File: src/rtl/dma_chan_pkg.sv
// Package: register offsets, configuration bit positions and the decoded
// configuration type shared by the DMA channel modules.
package dma_chan_pkg;

    localparam logic [2:0] OFS_CFG   = 3'd0;
    localparam logic [2:0] OFS_CNT   = 3'd1;
    localparam logic [2:0] OFS_PADDR = 3'd2;
    localparam logic [2:0] OFS_MADDR = 3'd3;
    localparam logic [2:0] OFS_FLAGS = 3'd4;
    localparam logic [2:0] OFS_FCLR  = 3'd5;

    localparam int BIT_EN   = 0;
    localparam int BIT_DIR  = 4;
    localparam int BIT_CIRC = 5;
    localparam int BIT_MINC = 7;
    localparam int BIT_PSZ  = 8;
    localparam int BIT_MSZ  = 10;

    localparam int FLG_DONE = 0;
    localparam int FLG_HALF = 1;

    typedef struct packed {
        logic [1:0] msize;
        logic [1:0] psize;
        logic       minc;
        logic       circ;
        logic       dir;
        logic       en;
    } chan_cfg_t;

endpackage

File: src/rtl/dma_cfg_regs.sv
// Module: dma_cfg_regs
// Holds the channel's programmable registers and the two sticky status flags.
// Assumes: count and address registers may only change while the channel is
// disabled; a flag event and a clear in the same cycle leave the flag set.
module dma_cfg_regs
    import dma_chan_pkg::*;
#(
    parameter int ADDR_W = 32,
    parameter int CNT_W  = 16
) (
    input  logic              clk,
    input  logic              rst_n,
    input  logic              reg_we,
    input  logic [2:0]        reg_addr,
    input  logic [31:0]       reg_wdata,
    input  logic              ev_half,
    input  logic              ev_done,
    output chan_cfg_t         cfg,
    output logic [CNT_W-1:0]  total_cnt,
    output logic [ADDR_W-1:0] paddr,
    output logic [ADDR_W-1:0] mbase,
    output logic              cnt_load,
    output logic              maddr_load,
    output logic              flag_half,
    output logic              flag_done
);

    logic cfg_wr, paddr_wr, fclr_wr;

    // Decode which register a write targets; locked ones need the channel off.
    always_comb begin
        cfg_wr     = reg_we && (reg_addr == OFS_CFG);
        cnt_load   = reg_we && (reg_addr == OFS_CNT)   && !cfg.en;
        paddr_wr   = reg_we && (reg_addr == OFS_PADDR) && !cfg.en;
        maddr_load = reg_we && (reg_addr == OFS_MADDR) && !cfg.en;
        fclr_wr    = reg_we && (reg_addr == OFS_FCLR);
    end

    // Store configuration, count and addresses.
    always_ff @(posedge clk) begin
        if (!rst_n) begin
            cfg       <= '0;
            total_cnt <= '0;
            paddr     <= '0;
            mbase     <= '0;
        end else begin
            if (cfg_wr) begin
                cfg.en    <= reg_wdata[BIT_EN];
                cfg.dir   <= reg_wdata[BIT_DIR];
                cfg.circ  <= reg_wdata[BIT_CIRC];
                cfg.minc  <= reg_wdata[BIT_MINC];
                cfg.psize <= reg_wdata[BIT_PSZ +: 2];
                cfg.msize <= reg_wdata[BIT_MSZ +: 2];
            end
            if (cnt_load)   total_cnt <= reg_wdata[CNT_W-1:0];
            if (paddr_wr)   paddr     <= reg_wdata[ADDR_W-1:0];
            if (maddr_load) mbase     <= reg_wdata[ADDR_W-1:0];
        end
    end

    // Sticky flags: events set, write-one clears, set wins on a collision.
    always_ff @(posedge clk) begin
        if (!rst_n) begin
            flag_half <= 1'b0;
            flag_done <= 1'b0;
        end else begin
            if (ev_half)                            flag_half <= 1'b1;
            else if (fclr_wr && reg_wdata[FLG_HALF]) flag_half <= 1'b0;
            if (ev_done)                            flag_done <= 1'b1;
            else if (fclr_wr && reg_wdata[FLG_DONE]) flag_done <= 1'b0;
        end
    end

endmodule

File: src/rtl/dma_xfer_engine.sv
// Module: dma_xfer_engine
// Accepts peripheral requests, tracks the remaining count and memory pointer,
// and issues one memory write per accepted item.
// Assumes: count/pointer loads and transfers never coincide (loads need the
// channel disabled, transfers need it enabled).
module dma_xfer_engine #(
    parameter int ADDR_W = 32,
    parameter int CNT_W  = 16,
    parameter int DATA_W = 16
) (
    input  logic              clk,
    input  logic              rst_n,
    input  logic              en,
    input  logic              dir,
    input  logic              circ,
    input  logic              minc,
    input  logic [CNT_W-1:0]  total_cnt,
    input  logic [ADDR_W-1:0] mbase,
    input  logic              cnt_load,
    input  logic [CNT_W-1:0]  cnt_load_val,
    input  logic              maddr_load,
    input  logic [ADDR_W-1:0] maddr_load_val,
    input  logic              periph_req,
    input  logic [DATA_W-1:0] periph_rdata,
    output logic              periph_ack,
    output logic              mem_we,
    output logic [ADDR_W-1:0] mem_addr,
    output logic [DATA_W-1:0] mem_wdata,
    output logic [CNT_W-1:0]  remaining,
    output logic              ev_half,
    output logic              ev_done
);

    localparam logic [ADDR_W-1:0] STEP = ADDR_W'(DATA_W / 8);

    logic              accept;
    logic [CNT_W-1:0]  rem_dec;
    logic [ADDR_W-1:0] ptr;

    // Decide acceptance and the midpoint/end events for this item.
    always_comb begin
        accept  = en && !dir && (remaining != '0) && periph_req && !periph_ack;
        rem_dec = remaining - CNT_W'(1);
        ev_half = accept && (rem_dec == (total_cnt >> 1));
        ev_done = accept && (rem_dec == '0);
    end

    // Advance count and pointer, wrapping in circular mode.
    always_ff @(posedge clk) begin
        if (!rst_n) begin
            remaining <= '0;
            ptr       <= '0;
        end else begin
            if (cnt_load)
                remaining <= cnt_load_val;
            else if (accept)
                remaining <= (ev_done && circ) ? total_cnt : rem_dec;
            if (maddr_load)
                ptr <= maddr_load_val;
            else if (accept)
                ptr <= (ev_done && circ) ? mbase : (minc ? ptr + STEP : ptr);
        end
    end

    // Register the handshake and the memory write beat.
    always_ff @(posedge clk) begin
        if (!rst_n) begin
            periph_ack <= 1'b0;
            mem_we     <= 1'b0;
            mem_addr   <= '0;
            mem_wdata  <= '0;
        end else begin
            periph_ack <= accept;
            mem_we     <= accept;
            if (accept) begin
                mem_addr  <= ptr;
                mem_wdata <= periph_rdata;
            end
        end
    end

endmodule

File: src/rtl/circ_p2m_dma.sv
// Module: circ_p2m_dma
// One circular peripheral-to-memory DMA channel: register file, sticky flags
// and transfer engine, with a combinational register read mux.
// Assumes: ADDR_W <= 32; items are DATA_W bits wide.
module circ_p2m_dma
    import dma_chan_pkg::*;
#(
    parameter int ADDR_W = 32,
    parameter int CNT_W  = 16,
    parameter int DATA_W = 16
) (
    input  logic              clk,
    input  logic              rst_n,
    input  logic              reg_we,
    input  logic [2:0]        reg_addr,
    input  logic [31:0]       reg_wdata,
    output logic [31:0]       reg_rdata,
    input  logic              periph_req,
    output logic              periph_ack,
    output logic [ADDR_W-1:0] periph_addr,
    input  logic [DATA_W-1:0] periph_rdata,
    output logic              mem_we,
    output logic [ADDR_W-1:0] mem_addr,
    output logic [DATA_W-1:0] mem_wdata
);

    chan_cfg_t         cfg_q;
    logic [CNT_W-1:0]  total_cnt, remaining;
    logic [ADDR_W-1:0] mbase;
    logic              cnt_load, maddr_load, ev_half, ev_done;
    logic              flag_half, flag_done;
    logic              chan_en;

    assign chan_en = cfg_q.en;

    dma_cfg_regs #(.ADDR_W(ADDR_W), .CNT_W(CNT_W)) u_regs (
        .clk(clk), .rst_n(rst_n), .reg_we(reg_we), .reg_addr(reg_addr),
        .reg_wdata(reg_wdata), .ev_half(ev_half), .ev_done(ev_done),
        .cfg(cfg_q), .total_cnt(total_cnt), .paddr(periph_addr), .mbase(mbase),
        .cnt_load(cnt_load), .maddr_load(maddr_load),
        .flag_half(flag_half), .flag_done(flag_done)
    );

    dma_xfer_engine #(.ADDR_W(ADDR_W), .CNT_W(CNT_W), .DATA_W(DATA_W)) u_eng (
        .clk(clk), .rst_n(rst_n), .en(cfg_q.en), .dir(cfg_q.dir),
        .circ(cfg_q.circ), .minc(cfg_q.minc), .total_cnt(total_cnt),
        .mbase(mbase), .cnt_load(cnt_load), .cnt_load_val(reg_wdata[CNT_W-1:0]),
        .maddr_load(maddr_load), .maddr_load_val(reg_wdata[ADDR_W-1:0]),
        .periph_req(periph_req), .periph_rdata(periph_rdata),
        .periph_ack(periph_ack), .mem_we(mem_we), .mem_addr(mem_addr),
        .mem_wdata(mem_wdata), .remaining(remaining),
        .ev_half(ev_half), .ev_done(ev_done)
    );

    // Select the register image addressed by reg_addr.
    always_comb begin
        reg_rdata = '0;
        case (reg_addr)
            OFS_CFG: begin
                reg_rdata[BIT_EN]        = cfg_q.en;
                reg_rdata[BIT_DIR]       = cfg_q.dir;
                reg_rdata[BIT_CIRC]      = cfg_q.circ;
                reg_rdata[BIT_MINC]      = cfg_q.minc;
                reg_rdata[BIT_PSZ +: 2]  = cfg_q.psize;
                reg_rdata[BIT_MSZ +: 2]  = cfg_q.msize;
            end
            OFS_CNT:   reg_rdata = 32'(remaining);
            OFS_PADDR: reg_rdata = 32'(periph_addr);
            OFS_MADDR: reg_rdata = 32'(mbase);
            OFS_FLAGS: begin
                reg_rdata[FLG_DONE] = flag_done;
                reg_rdata[FLG_HALF] = flag_half;
            end
            default:   reg_rdata = '0;
        endcase
    end

endmodule

File: config.mk
export PLATFORM = sky130hd
export DESIGN_NAME = circ_p2m_dma
export DESIGN_NICKNAME = d
export VERILOG_FILES = /design/src/rtl/dma_chan_pkg.sv /design/src/rtl/dma_cfg_regs.sv /design/src/rtl/dma_xfer_engine.sv /design/src/rtl/circ_p2m_dma.sv
export SDC_FILE = /design/constraint.sdc
export NUM_CORES = 1
export LEC_CHECK = 0
export BUFFER_PORTS_ARGS = -buffer_cell sky130_fd_sc_hd__buf_2
export CAP_MARGIN = 20
export CORE_MARGIN = 1
export CORE_UTILIZATION = 40
export CTS_CLUSTER_SIZE = 40
export DETAILED_ROUTE_END_ITERATION = 7
export GPL_ROUTABILITY_DRIVEN = 0
export PLACE_DENSITY_LB_ADDON = 0.05
export SYNTH_ARGS = -nofsm -noshare
export SYNTH_HDL_FRONTEND = slang
export SYNTH_SLANG_ARGS = --single-unit
File: constraint.sdc
create_clock -name clk -period 2.9 [get_ports clk]
set_input_delay 0 -clock clk [delete_from_list [all_inputs] [get_ports clk]]
set_output_delay 0 -clock clk [all_outputs]
set_load 0.01 [all_outputs]
==> summary.txt <==
status = complete, no violations
diode count = 0
Worst setup SP type = register
full die area = 0.02503 mm²
critical-path maximum fanout = 7
Area Growth Syn to Fin = 29.89%
Filler cells = 2,348
unrepaired setup endpoints after global routing = yes
Net count, final = 1,516
Crit path arrival time = 3.22 ns
Leak Pwr = 0.004877 µW
DR iter-0 viols = 932
Worst-path clk slew = 0.07 ns
pwr dens = 467.2 mW/mm²
count leader, synth = nand2_1
Hold EP = u_eng.remaining[0]
grt ovf = 0
pre-CTS setup slack = -0.01298 ns
Yosys warnings = 0
post-route cell area = 0.01268 mm²
r2r endpoint = u_eng.ptr[18]
Routed Antenna Nets = 0
Critical R2R Launch = u_eng.remaining[7]
TritonCTS Buffers = 17
most frequent cells after synthesis = nand2_1 (346), dfxtp_1 (187), a21boi_0 (140), clkbuf_1 (75), nor2_1 (39)
Hold Vio Cnt, Final = 0
Worst Tran Pin Value = 0.7793 ns
Yosys reg bits = 187
Pre-Repair DR Iteration Count = 5
first-pass GRT wire length = 53,340 µm
post-synth cell types = 74
cell area after synthesis = 0.009761 mm²
Yosys top cell area share = 0.3835
vias in the first global route = 9,078
R2R depth = 9
Final Setup Violations = 0
met3 usage = 0.04517
Top FF cell, synth = dfxtp_1
leading area contributor after synthesis = dfxtp_1
Top Ports = 169
VDD IR-drop max = 0.3581 mV
multi-input combinational cell area = 0.005678 mm²
deepest clock path buffer count = 2
DP Area = 0.01135 mm²
FFs w/ async S/R, synth = 0
Clock Sinks = 187
Worst slew margin = 0.4805
r2r setup slk = 0.05 ns
Syn Area/Cell = 7.974 µm²
Max Freq = 0.3509 GHz
crit path kind = reg2reg
# H-tree levels = 4
Worst Hold Path Cells = 3
hold_sp = rst_n
HP Class = in2reg
# port buffers = 168
Seq/Total Area, Yosys = 0.3835
crit end category = register
Mapped Nets = 1,283
period utilization = 0.9827
Row Count = 56
grt met2 use = 0.4221
Starting Density = 0.4121
# DRC = 0
vias after detailed routing = 9,912
hold_ws = 0.05605 ns
M1 GR Usage = 0.4173
initial antenna violation count = 0
largest net degree at the start of global routing = 66
Post-Route WL = 35,670 µm
Global Route Usage Sum = 0.2813
Slew Limit Fails = 0
Avg WL per Cell = 19.94 µm
max cap viols = 0
chip width = 158.2 µm
Die Y = 158.2 µm
Core Area = 0.02368 mm²
global routing's busiest layer = met2
share of cells above drive strength 1 = 0.2415
clk root buf = clkbuf_16
Worst-Skew Late Latency = 0.44 ns
cell count after synthesis = 1,224
largest cells by area after synthesis = dfxtp_1 (38%), nand2_1 (13%), a21boi_0 (11%)
Via density = 5.541
fin crit period = 2.850 ns
WP data required = 3.27 ns
worst setup margin = 0.05007 ns
Fin Setup TNS = 0 ns
CTS tree = done
register area = 0.003750 mm²
post-detail-place hpwl = 24,560 µm
clk_skew = 0.01568 ns
Post-synth EDFFs = 0
==> worst max-delay path: stages, from the launching register on <==
cell	delay [ns]
dfxtp_2	0.34
or4_4	0.63
o31a_1	0.30
nor3_2	0.23
nand4_2	0.18
nor4_4	0.30
buf_6	0.18
buf_12	0.14
mux2_2	0.33
o21ai_1	0.13
==> where the power goes <==
group          internal [µW]  total [µW]  switching (µW)
Sequential              2610        2650            45.2
Combinational            348         757             408
Clock                   1330        2520            1190
Total                   4280        5920            1640
==> registers in the layout (all words and copies together), names as in the netlist <==
| signal | cells |
|---|---|
| u_eng.mem_addr | 32 |
| u_eng.ptr | 32 |
| u_regs.mbase | 32 |
| u_regs.paddr | 32 |
| u_eng.mem_wdata | 16 |
| u_eng.remaining | 16 |
| u_regs.total_cnt | 16 |
| u_regs.cfg | 8 |
| u_eng.periph_ack | 1 |
| u_regs.flag_done | 1 |
| u_regs.flag_half | 1 |
==> per-stage QoR <==
step	util	total power, µW	cells
after floorplan	-	3082	1224
after global placement	0.4794	3360	1701
after detailed placement	0.4794	3360	1701
after CTS	0.5263	5911	1781
after global routing	0.5353	6132	1789
final	0.5353	5923	1789
==> cells by family (layout without fill, tap and decap cells) <==
group | after synthesis | in the layout | share of synthesized area
muxes | 43 | 43 | 0.05525
xor gates and xnor gates | 30 | 30 | 0.02833
DFF | 187 | 187 | 0.3835
AOI/OAI and AO/OA | 319 | 319 | 0.2315
buffers and inverters | 114 | 359 | 0.05153
and+or+nand+nor | 527 | 528 | 0.2447
adders and majority gates | 4 | 4 | 0.005128
==> final cells by class <==
class,count,share of cell area
multi-input combinational,924,0.4478
clock buffer,17,0.03355
clock inverter,15,0.01559
inverter,17,0.005230
sequential,187,0.2958
timing repair buffer,310,0.1705
tap,319,0.03148
==> what timing repair did <==
item | in CTS | in global routing
gates cloned | 0 | 3
gates resized for setup | 2 | 27
hold buffers | 48 | 0
hold endpoints to repair | 136 | 0
buffers inserted | 0 | 5
endpoints found under the setup margin | 5 | 35
pin swaps | 0 | 16
==> worst max path at each step <==
stage | from | endpoint | depth (start not counted)
finish | u_eng.remaining[7] | u_eng.ptr[18] | 9
global route | u_eng.remaining[7] | u_eng.ptr[18] | 9
CTS | u_eng.remaining[1] | u_eng.ptr[27] | 10
detailed placement | u_eng.remaining[0] | u_eng.ptr[27] | 10
global placement | u_eng.remaining[0] | u_eng.ptr[26] | 10
floorplan | u_eng.remaining[5] | u_eng.ptr[3] | 10
==> metal layers <==
| metal | wire length (µm) | vias to the layer above |
|---|---|---|
| met1 | 16820 | 4696 |
| met5 | 0 | - |
| li1 | - | 4747 |
| met4 | 403 | 0 |
| met2 | 15690 | 438 |
| met3 | 2752 | 31 |
==> cell usage in the layout (no fill, tap or decap), types with 7 or more instances in the layout <==
cell type        n
a21boi_0       140
a21boi_1        10
a21oi_1         28
a22o_1          16
buf_2          167
buf_4           81
clkbuf_16       19
dfxtp_1        184
dlygate4sd3_1   48
inv_1           15
mux2_2           7
mux2i_1         28
mux4_2           8
nand2_1        344
nand2b_1         9
nand3_1         23
nand4_1         15
nor2_1          39
nor2b_1         13
nor3_1          18
o21ai_0         32
o21ai_1         18
o22ai_1         12
o31a_1           7
or3_1            7
xnor2_1         19
xor2_1           9
Note: power is estimated with default switching activity, not from simulation.
